File: config.mk
export PLATFORM = sky130hd
export DESIGN_NAME = wid_gate
export DESIGN_NICKNAME = d
export VERILOG_FILES = /design/src/rtl/wid_gate.sv
export SDC_FILE = /design/constraint.sdc
export NUM_CORES = 1
export LEC_CHECK = 0
export BUFFER_PORTS_ARGS = -buffer_cell sky130_fd_sc_hd__buf_2
export CAP_MARGIN = 25
export CORE_UTILIZATION = 36
export DETAILED_ROUTE_END_ITERATION = 12
export HOLD_SLACK_MARGIN = 0.1
export MAX_ROUTING_LAYER = met4
export PLACE_DENSITY_LB_ADDON = 0.1
export SLEW_MARGIN = 20
export SYNTH_ARGS = -nofsm -noshare
export SYNTH_HDL_FRONTEND = slang
export SYNTH_SLANG_ARGS = --single-unit
File: constraint.sdc
create_clock -name clk -period 4.2 [get_ports clk]
set_input_delay 0.84 -clock clk [delete_from_list [all_inputs] [get_ports clk]]
set_output_delay 0.84 -clock clk [all_outputs]
set_load 0.02 [all_outputs]
File: src/rtl/wid_gate.sv
module wid_gate #(
  parameter int AW    = 16,
  parameter int DW    = 32,
  parameter int NWID  = 4,
  parameter int NSLOT = 8,
  parameter int MWID  = 3,
  localparam int WW   = $clog2(NWID),
  localparam int SW   = $clog2(NSLOT),
  localparam int PW   = 2 * NWID
) (
  input  logic          clk,
  input  logic          rst_n,
  input  logic          req_valid,
  output logic          req_ready,
  input  logic          req_write,
  input  logic [WW-1:0] req_wid,
  input  logic [AW-1:0] req_addr,
  input  logic [DW-1:0] req_wdata,
  output logic          rsp_valid,
  input  logic          rsp_ready,
  output logic [DW-1:0] rsp_rdata,
  output logic          rsp_err,
  output logic          tgt_req_valid,
  input  logic          tgt_req_ready,
  output logic          tgt_req_write,
  output logic [AW-1:0] tgt_req_addr,
  output logic [DW-1:0] tgt_req_wdata,
  input  logic          tgt_rsp_valid,
  input  logic [DW-1:0] tgt_rsp_rdata,
  input  logic          cfg_valid,
  input  logic [WW-1:0] cfg_wid,
  input  logic [SW+1:0] cfg_sel,
  input  logic [AW-1:0] cfg_wdata,
  output logic          irq,
  output logic          fault_valid,
  output logic [AW-1:0] fault_addr,
  output logic [WW-1:0] fault_wid
);

  typedef enum logic [1:0] {S_IDLE, S_FWD, S_WAIT, S_RSP} state_t;

  state_t        state;
  logic [AW-1:0] base_q [NSLOT];
  logic [AW-1:0] lim_q  [NSLOT];
  logic [PW-1:0] perm_q [NSLOT];
  logic [1:0]    ctrl_q;
  logic [AW-1:0] a_q;
  logic [DW-1:0] d_q, rd_q;
  logic          w_q, err_q;

  logic          hit;
  logic [PW-1:0] hit_perm;
  logic [WW:0]   pidx;
  logic          allow, accept, deny_acc;
  logic          cfg_ok, clr;
  logic [1:0]    cfg_kind;
  logic [SW-1:0] cfg_slot;

  always_comb begin
    hit = 1'b0;
    hit_perm = '0;
    for (int i = NSLOT - 1; i >= 0; i--)
      if (req_addr >= base_q[i] && req_addr <= lim_q[i]) begin
        hit = 1'b1;
        hit_perm = perm_q[i];
      end
  end

  assign pidx     = {req_wid, req_write};
  assign allow    = hit && hit_perm[pidx];
  assign accept   = req_valid && req_ready;
  assign deny_acc = accept && !allow;

  assign cfg_ok   = cfg_valid && (cfg_wid == WW'(MWID));
  assign cfg_kind = cfg_sel[SW+1:SW];
  assign cfg_slot = cfg_sel[SW-1:0];
  assign clr      = cfg_ok && cfg_kind == 2'd3 && cfg_slot == SW'(1);

  assign req_ready     = state == S_IDLE;
  assign tgt_req_valid = state == S_FWD;
  assign tgt_req_write = w_q;
  assign tgt_req_addr  = a_q;
  assign tgt_req_wdata = d_q;
  assign rsp_valid     = state == S_RSP;
  assign rsp_rdata     = rd_q;
  assign rsp_err       = err_q;

  always_ff @(posedge clk) begin
    if (!rst_n) begin
      for (int i = 0; i < NSLOT; i++) begin
        base_q[i] <= '0;
        lim_q[i]  <= '0;
        perm_q[i] <= '0;
      end
      ctrl_q <= 2'b11;
    end else if (cfg_ok) begin
      case (cfg_kind)
        2'd0: base_q[cfg_slot] <= cfg_wdata;
        2'd1: lim_q[cfg_slot]  <= cfg_wdata;
        2'd2: perm_q[cfg_slot] <= cfg_wdata[PW-1:0];
        default: if (cfg_slot == '0) ctrl_q <= cfg_wdata[1:0];
      endcase
    end
  end

  always_ff @(posedge clk) begin
    if (!rst_n) begin
      state <= S_IDLE;
      a_q   <= '0;
      d_q   <= '0;
      w_q   <= 1'b0;
      rd_q  <= '0;
      err_q <= 1'b0;
    end else begin
      case (state)
        S_IDLE: if (accept) begin
          a_q <= req_addr;
          d_q <= req_wdata;
          w_q <= req_write;
          rd_q <= '0;
          err_q <= !allow && ctrl_q[0];
          state <= allow ? S_FWD : S_RSP;
        end
        S_FWD: if (tgt_req_ready) state <= S_WAIT;
        S_WAIT: if (tgt_rsp_valid) begin
          rd_q <= tgt_rsp_rdata;
          state <= S_RSP;
        end
        default: if (rsp_ready) state <= S_IDLE;
      endcase
    end
  end

  always_ff @(posedge clk) begin
    if (!rst_n) begin
      irq         <= 1'b0;
      fault_valid <= 1'b0;
      fault_addr  <= '0;
      fault_wid   <= '0;
    end else begin
      if (deny_acc && ctrl_q[1]) irq <= 1'b1;
      else if (clr)              irq <= 1'b0;
      if (deny_acc)   fault_valid <= 1'b1;
      else if (clr)   fault_valid <= 1'b0;
      if (deny_acc && (!fault_valid || clr)) begin
        fault_addr <= req_addr;
        fault_wid  <= req_wid;
      end
    end
  end

endmodule


**Word-level counts from Yosys, hierarchy flattened**

Memories as Yosys holds them, arrays and structs flattened.
Index checks and enable logic that the tools add are counted.

- Register bits: 106
- Latch bits: 0
- Memory bits (writable): 320
- Memory bits (read-only): 0
- Input bits: 113
- Output and inout port bits: 105
- Logic and storage cells: 130
- Memories kept: 3

Memories:

| memory | depth | bits a word | rd ports | clocked after memory_dff | wr ports | line | text |
|---|---|---|---|---|---|---|---|
| base_q | 8 | 16 | 8 | 0 | 8 | 43 | `logic [AW-1:0] base_q [NSLOT];` |
| lim_q | 8 | 16 | 8 | 0 | 8 | 44 | `logic [AW-1:0] lim_q [NSLOT];` |
| perm_q | 8 | 8 | 8 | 0 | 8 | 45 | `logic [PW-1:0] perm_q [NSLOT];` |

- Add/sub/neg operators: 0
- $mul: 0
- Div/mod/pow operators: 0
- Order comparisons: 17
- Equal/unequal tests: 11
- Shift-type cells: 0
- Mux-type cells: 52
- Bitwise gates (word level): 1
- Reductions and logical operators: 35

Operator list:

| operator | number |
|---|---|
| 16-bit greater-or-equal comparator | 8 |
| 16-bit <= comparator | 8 |
| 8-bit two-way mux | 9 |
| 32-bit two-way mux | 2 |
| 32-bit case mux with 2 select lines | 1 |
| 16-bit two-way mux | 2 |
| 16-bit OR reduction | 2 |
| 1-bit two-way mux | 28 |
| 1-bit logical AND | 17 |
| 2-bit == test (second input constant) | 5 |
| 2-bit two-way mux | 5 |
| 3-bit two-way mux | 3 |
| 8-bit OR reduction | 1 |
| 2-bit case mux with 3 select lines | 1 |
| 3-bit AND reduction | 2 |
| 2-bit nonzero test | 3 |
| 2-bit by 1-bit == test with 1-bit output (second input constant) | 2 |
| 2-bit zero test | 2 |
| 3-bit by 4-bit < comparator with 1-bit output (second input constant) | 1 |
| 2-bit by 1-bit != test with 1-bit output (second input constant) | 2 |
| 4-bit AND reduction | 1 |
| 4-bit nonzero test | 1 |
| 1-bit binary-select mux with 3-bit select | 1 |
| 3-bit by 1-bit == test with 1-bit output (second input constant) | 1 |
| other kinds (7) | 8 |

**Depth between registers and ports, before layout**

- Word-level depth: 17
- Depth in mapped cells: 16
- Gate-level depth less buffers: 13

**Worst setup path before layout**

OpenSTA, ideal clock, no wires.

- Path type: in2reg
- Start: in req_addr[0]
- End: reg fault_addr[10]
- Library setup time: 0.072 ns
- Arrival time: 3.810 ns
- Required time: 4.128 ns
- Slack: 0.318 ns
- Stages on the path: 15
- Path buffers: 3
- Cells stage by stage: inv_1 ha_1 nor3b_1 o21a_1 o21ai_1 a2111o_1 and3_1 buf_6 a221oi_1 o41a_1 o32ai_4 a211oi_2 buf_6 buf_12 mux2i_1

- Word-level cells in the longest chain between the ends: 16
- Elaborated cells on any way between the ends: 46
- Those cells by class: 16 x order compare; 18 x mux; 12 x reduce/logical

Ends and longest elaborated chain:

| item | line | text |
|---|---|---|
| start, declared | 17 | `input logic [AW-1:0] req_addr,` |
| 16-bit greater-or-equal comparator or 16-bit <= comparator (tied branches) | 63 | `if (req_addr >= base_q[i] && req_addr <= lim_q[i]) begin` |
| 1-bit logical AND | 63 |  |
| 8-bit two-way mux (8 in a row) | 63 |  |
| 1-bit binary-select mux with 3-bit select | 70 | `assign allow = hit && hit_perm[pidx];` |
| 1-bit two-way mux (implied by the code) | 70 |  |
| 1-bit logical AND * | 70 |  |
| 1-bit zero test * | 72 | `assign deny_acc = accept && !allow;` |
| 1-bit logical AND * | 72 |  |
| 1-bit logical AND * | 145 | `if (deny_acc && (!fault_valid \|\| clr)) begin` |
| end signal, assigned | 146 | `fault_addr <= req_addr;` |
| end, declared | 36 | `output logic [AW-1:0] fault_addr,` |

Every way passes the cells marked *; elsewhere a longest branch is shown, timed or not. The select of a mux whose other input is x is not followed.
A chain may end at the register's enable or synchronous reset.

**Worst setup path in the final report**

- Start: in req_addr[8]
- End: reg fault_addr[12]

The elaborated chain is that of the path after synthesis.

==> key figures <==
STA
  • Worst Slack Setup Final: roughly 200 ps
  • RSZ-0062 raised after global routing: false
  • Fin crit share: approximately 95%
  • Final Max Tran Viols: 0
  • Worst slew margin: 39.2%
  • Maximum clock frequency: roughly 250 MHz
  • Tightest Pin Transition: slightly above 900 ps
  • Worst Clk Skew: roughly 23 ps
  • Final hold violation count: 0
  • Min Clock Period, post-route: between 4000 and 5000 ps
  • Setup Viol. Count Final: 0

Floorplanning
  • Initial Utilization: approximately 37%
  • Core Rows: a little over 90
  • DIE HEIGHT: approximately 260 um
  • IO Count: 218
  • Core Area: approximately 64000 sq um
  • Die width: ~260 um
  • Area of the die: 65700 sq um

Worst hold path
  • Hold WC Path Type: reg -> reg

GRT
  • Largest net degree at the start of global routing: 105
  • Vias in the first global route: 16903
  • GRT Util Overall: between 20% and 30%
  • First-pass GRT wire length: ~110000 um
  • Antenna violations before repair: 11
  • GRT overflow: 0

CTS
  • Clk_lat worst skew: 580 ps
  • CTS tree: built
  • Num CTS Buffers: 50
  • Clock Pin Slew Worst Setup and Hold Paths: about 60 ps
  • Root buffer cell: clkbuf_16
  • CTS Hold Bufs: 0
  • Clock sink count: about 430
  • H-Tree Depth: 2
  • Longest Clk Path Bufs: 3

Placed design
  • Pre-CTS WS: -484 ps
  • GPL Wtd Cong: ~0.86
  • Hpwl dp: 48300 um
  • Cell Area, Placed: about 27000 sq um
  • PortBufs: between 200 and 250

Pwr
  • Pwr/cell area: 413 nW/um^2
  • Pleak: ~12 nW
  • VDD IR max: around 310 uV

Routing
  • Vias per cell: approximately 5.0
  • Post-DR wirelength/cell: approximately 21 um
  • Initial DRC count: 1131
  • Final antenna-violating net count: 0
  • DRC viols: 0
  • Final WL: just over 70000 um
  • Via Count: around 17000
  • Drt pass-1 iters: 4

Final layout
  • Share of cells above drive strength 1: just under 20%
  • Synthesis-to-finish area growth: 21.6%
  • Nets@finish: slightly below 3000
  • Post-route cell area: about 28000 sq um
  • Fill count: just over 6000
  • Most common cell after layout, fill and taps aside: and2_1
  • Highest-count cells in the layout ignoring fill and taps: 325 x and2_1, 320 x edfxtp_1, 260 x ha_1, 259 x inv_1, 220 x buf_2

Setup path
  • Arrival time at the worst endpoint: roughly 4500 ps
  • CP Capture Type: flip-flop
  • CP bufs+invs: 3
  • Crit path cell chain: buf_2 > buf_4 > ha_1 > nand4_1 > nor3_1 > or3_1 > a211o_1 > nand2_2 > nand4_1 > a221oi_1 > o32ai_1 > and4_4 > a211oi_4 > buf_12 > mux2i_1
  • CP max-delay cell: a221oi_1
  • CP top delay family: compound AO/OA/AOI/OAI gates
  • Max Fanout on Critical Path: 18
  • WS Path Type: in -> reg
  • Required @ worst endpoint: ~4700 ps
  • Cell mode on critical path: nand4_1
  • Worst setup SP type: primary input
  • CP peak stage delay: ~440 ps

Synth
  • Yosys warns: 0
  • Post-Synthesis Cells: ~2200
  • Top_reg_cell synth: edfxtp_1
  • EDFF count, synth: 320
  • Seq/Total Area, Yosys: around 50%
  • Ys async rst share: 0%
  • Syn Nets: approximately 2600
  • Yosys reg bits: about 430
  • Post-synthesis cell area: around 23000 sq um
  • Cell variety after synth: 80
  • Post-Syn Area per Cell: ~11 sq um

Flow run
  • Max-Cap Viols: 0

Outcome
  • Status: completed
==> registers in the layout, indices dropped and copies added (netlist names) <==
register and flops:
tgt_req_addr 16, state 2, tgt_req_write 1, perm_q 64, base_q 128, rsp_rdata 32, fault_valid 1, lim_q 128
fault_wid 2, rsp_err 1, tgt_req_wdata 32, fault_addr 16, ctrl_q 2, irq 1
==> worst min-delay path, stage by stage, from the launching register on <==
cell     delay, ps
dfxtp_1        310
nand2_1         50
mux2i_1         50
==> power breakdown <==
group / total, mW / switching (mW) / internal [mW] / leakage [nW]
Sequential: 4.94 / 0.122 / 4.82 / 3.90
Clock: 4.45 / 1.78 / 2.67 / 0.836
Combinational: 2.32 / 1.46 / 0.860 / 7.74
Total: 11.7 / 3.35 / 8.35 / 12.5
==> per-stage QoR <==
stage	util [%]	total power [mW]	TNS [ps]	std cells	hold WS (ps)
4_1_cts	44.4	11.8	0	3419	465
3_5_place_dp	41.8	7.34	-9380	3327	456
6_report	44.6	11.7	0	3430	458
3_3_place_gp	41.8	7.28	-8390	3325	440
2_1_floorplan	-	6.37	0	2185	441
5_1_grt	44.6	12.3	0	3429	477
==> synth_stat cells, drive strengths merged (5+ instances only) <==
library cell | instances | area [sq um]
a41oi | 5 | 43.8
mux2i | 21 | 210
o21a | 17 | 128
nor2 | 64 | 240
nor2b | 41 | 257
o21ai | 63 | 315
nand2 | 193 | 739
nand4 | 39 | 244
and4 | 7 | 63.8
a22oi | 35 | 268
a21o | 16 | 120
a221oi | 12 | 111
ha | 260 | 3250
o211ai | 10 | 75.1
clkbuf | 77 | 289
and3 | 5 | 31.3
edfxtp | 320 | 9610
o311ai | 5 | 51.3
nor3 | 12 | 60.1
inv | 259 | 972
dfxtp | 106 | 2120
a31oi | 6 | 37.5
nand2b | 10 | 62.6
o31ai | 9 | 82.6
nand3 | 27 | 140
or2 | 5 | 31.3
a21boi | 57 | 432
buf | 11 | 106
a21oi | 75 | 383
or3 | 9 | 56.3
and2 | 326 | 2040
a211oi | 24 | 195
nor4 | 8 | 50.1
==> cell families after synthesis <==
kind of cell / share of synthesized area, %
buffers and inverters: 6.00
AND/OR/NAND/NOR: 17.7
flip-flops: 50.4
adder cells (fa/ha/maj): 14.0
AO/OA/AOI/OAI: 11.0
multiplexers: 0.902
==> routing by layer <==
layer	vias up	track usage (%)	wire length, um
li1	8337	-	-
met1	8225	29.1	32100
met2	422	35.4	33100
met3	98	3.07	3730
met4	0	5.67	1540
met5	-	-	0
==> layout make-up <==
| class | count | area, sq um | area share [%] |
|---|---|---|---|
| timing repair buffer | 394 | 2680 | 9.44 |
| sequential | 426 | 11700 | 41.4 |
| inverter | 259 | 972 | 3.43 |
| multi-input combinational | 1409 | 10200 | 36.0 |
| clock inverter | 26 | 256 | 0.906 |
| tap | 846 | 1060 | 3.74 |
| antenna | 4 | 10.0 | 0.0353 |
| clock buffer | 66 | 1420 | 5.00 |
==> worst paths after layout <==
kind                  from              to  slack (ps)  cells after the start
min          fault_addr[2]   fault_addr[2]         460                      2
min reg2reg  fault_addr[2]   fault_addr[2]         460                      2
max reg2reg    lim_q[5][7]  fault_addr[12]         480                     14
max            req_addr[8]  fault_addr[12]         200                     15
==> what timing repair did <==
action	CTS	global route
gates resized for setup	0	4
buffers inserted	0	0
endpoints found under the setup margin	0	21
Power figures use the tool's default switching activity.
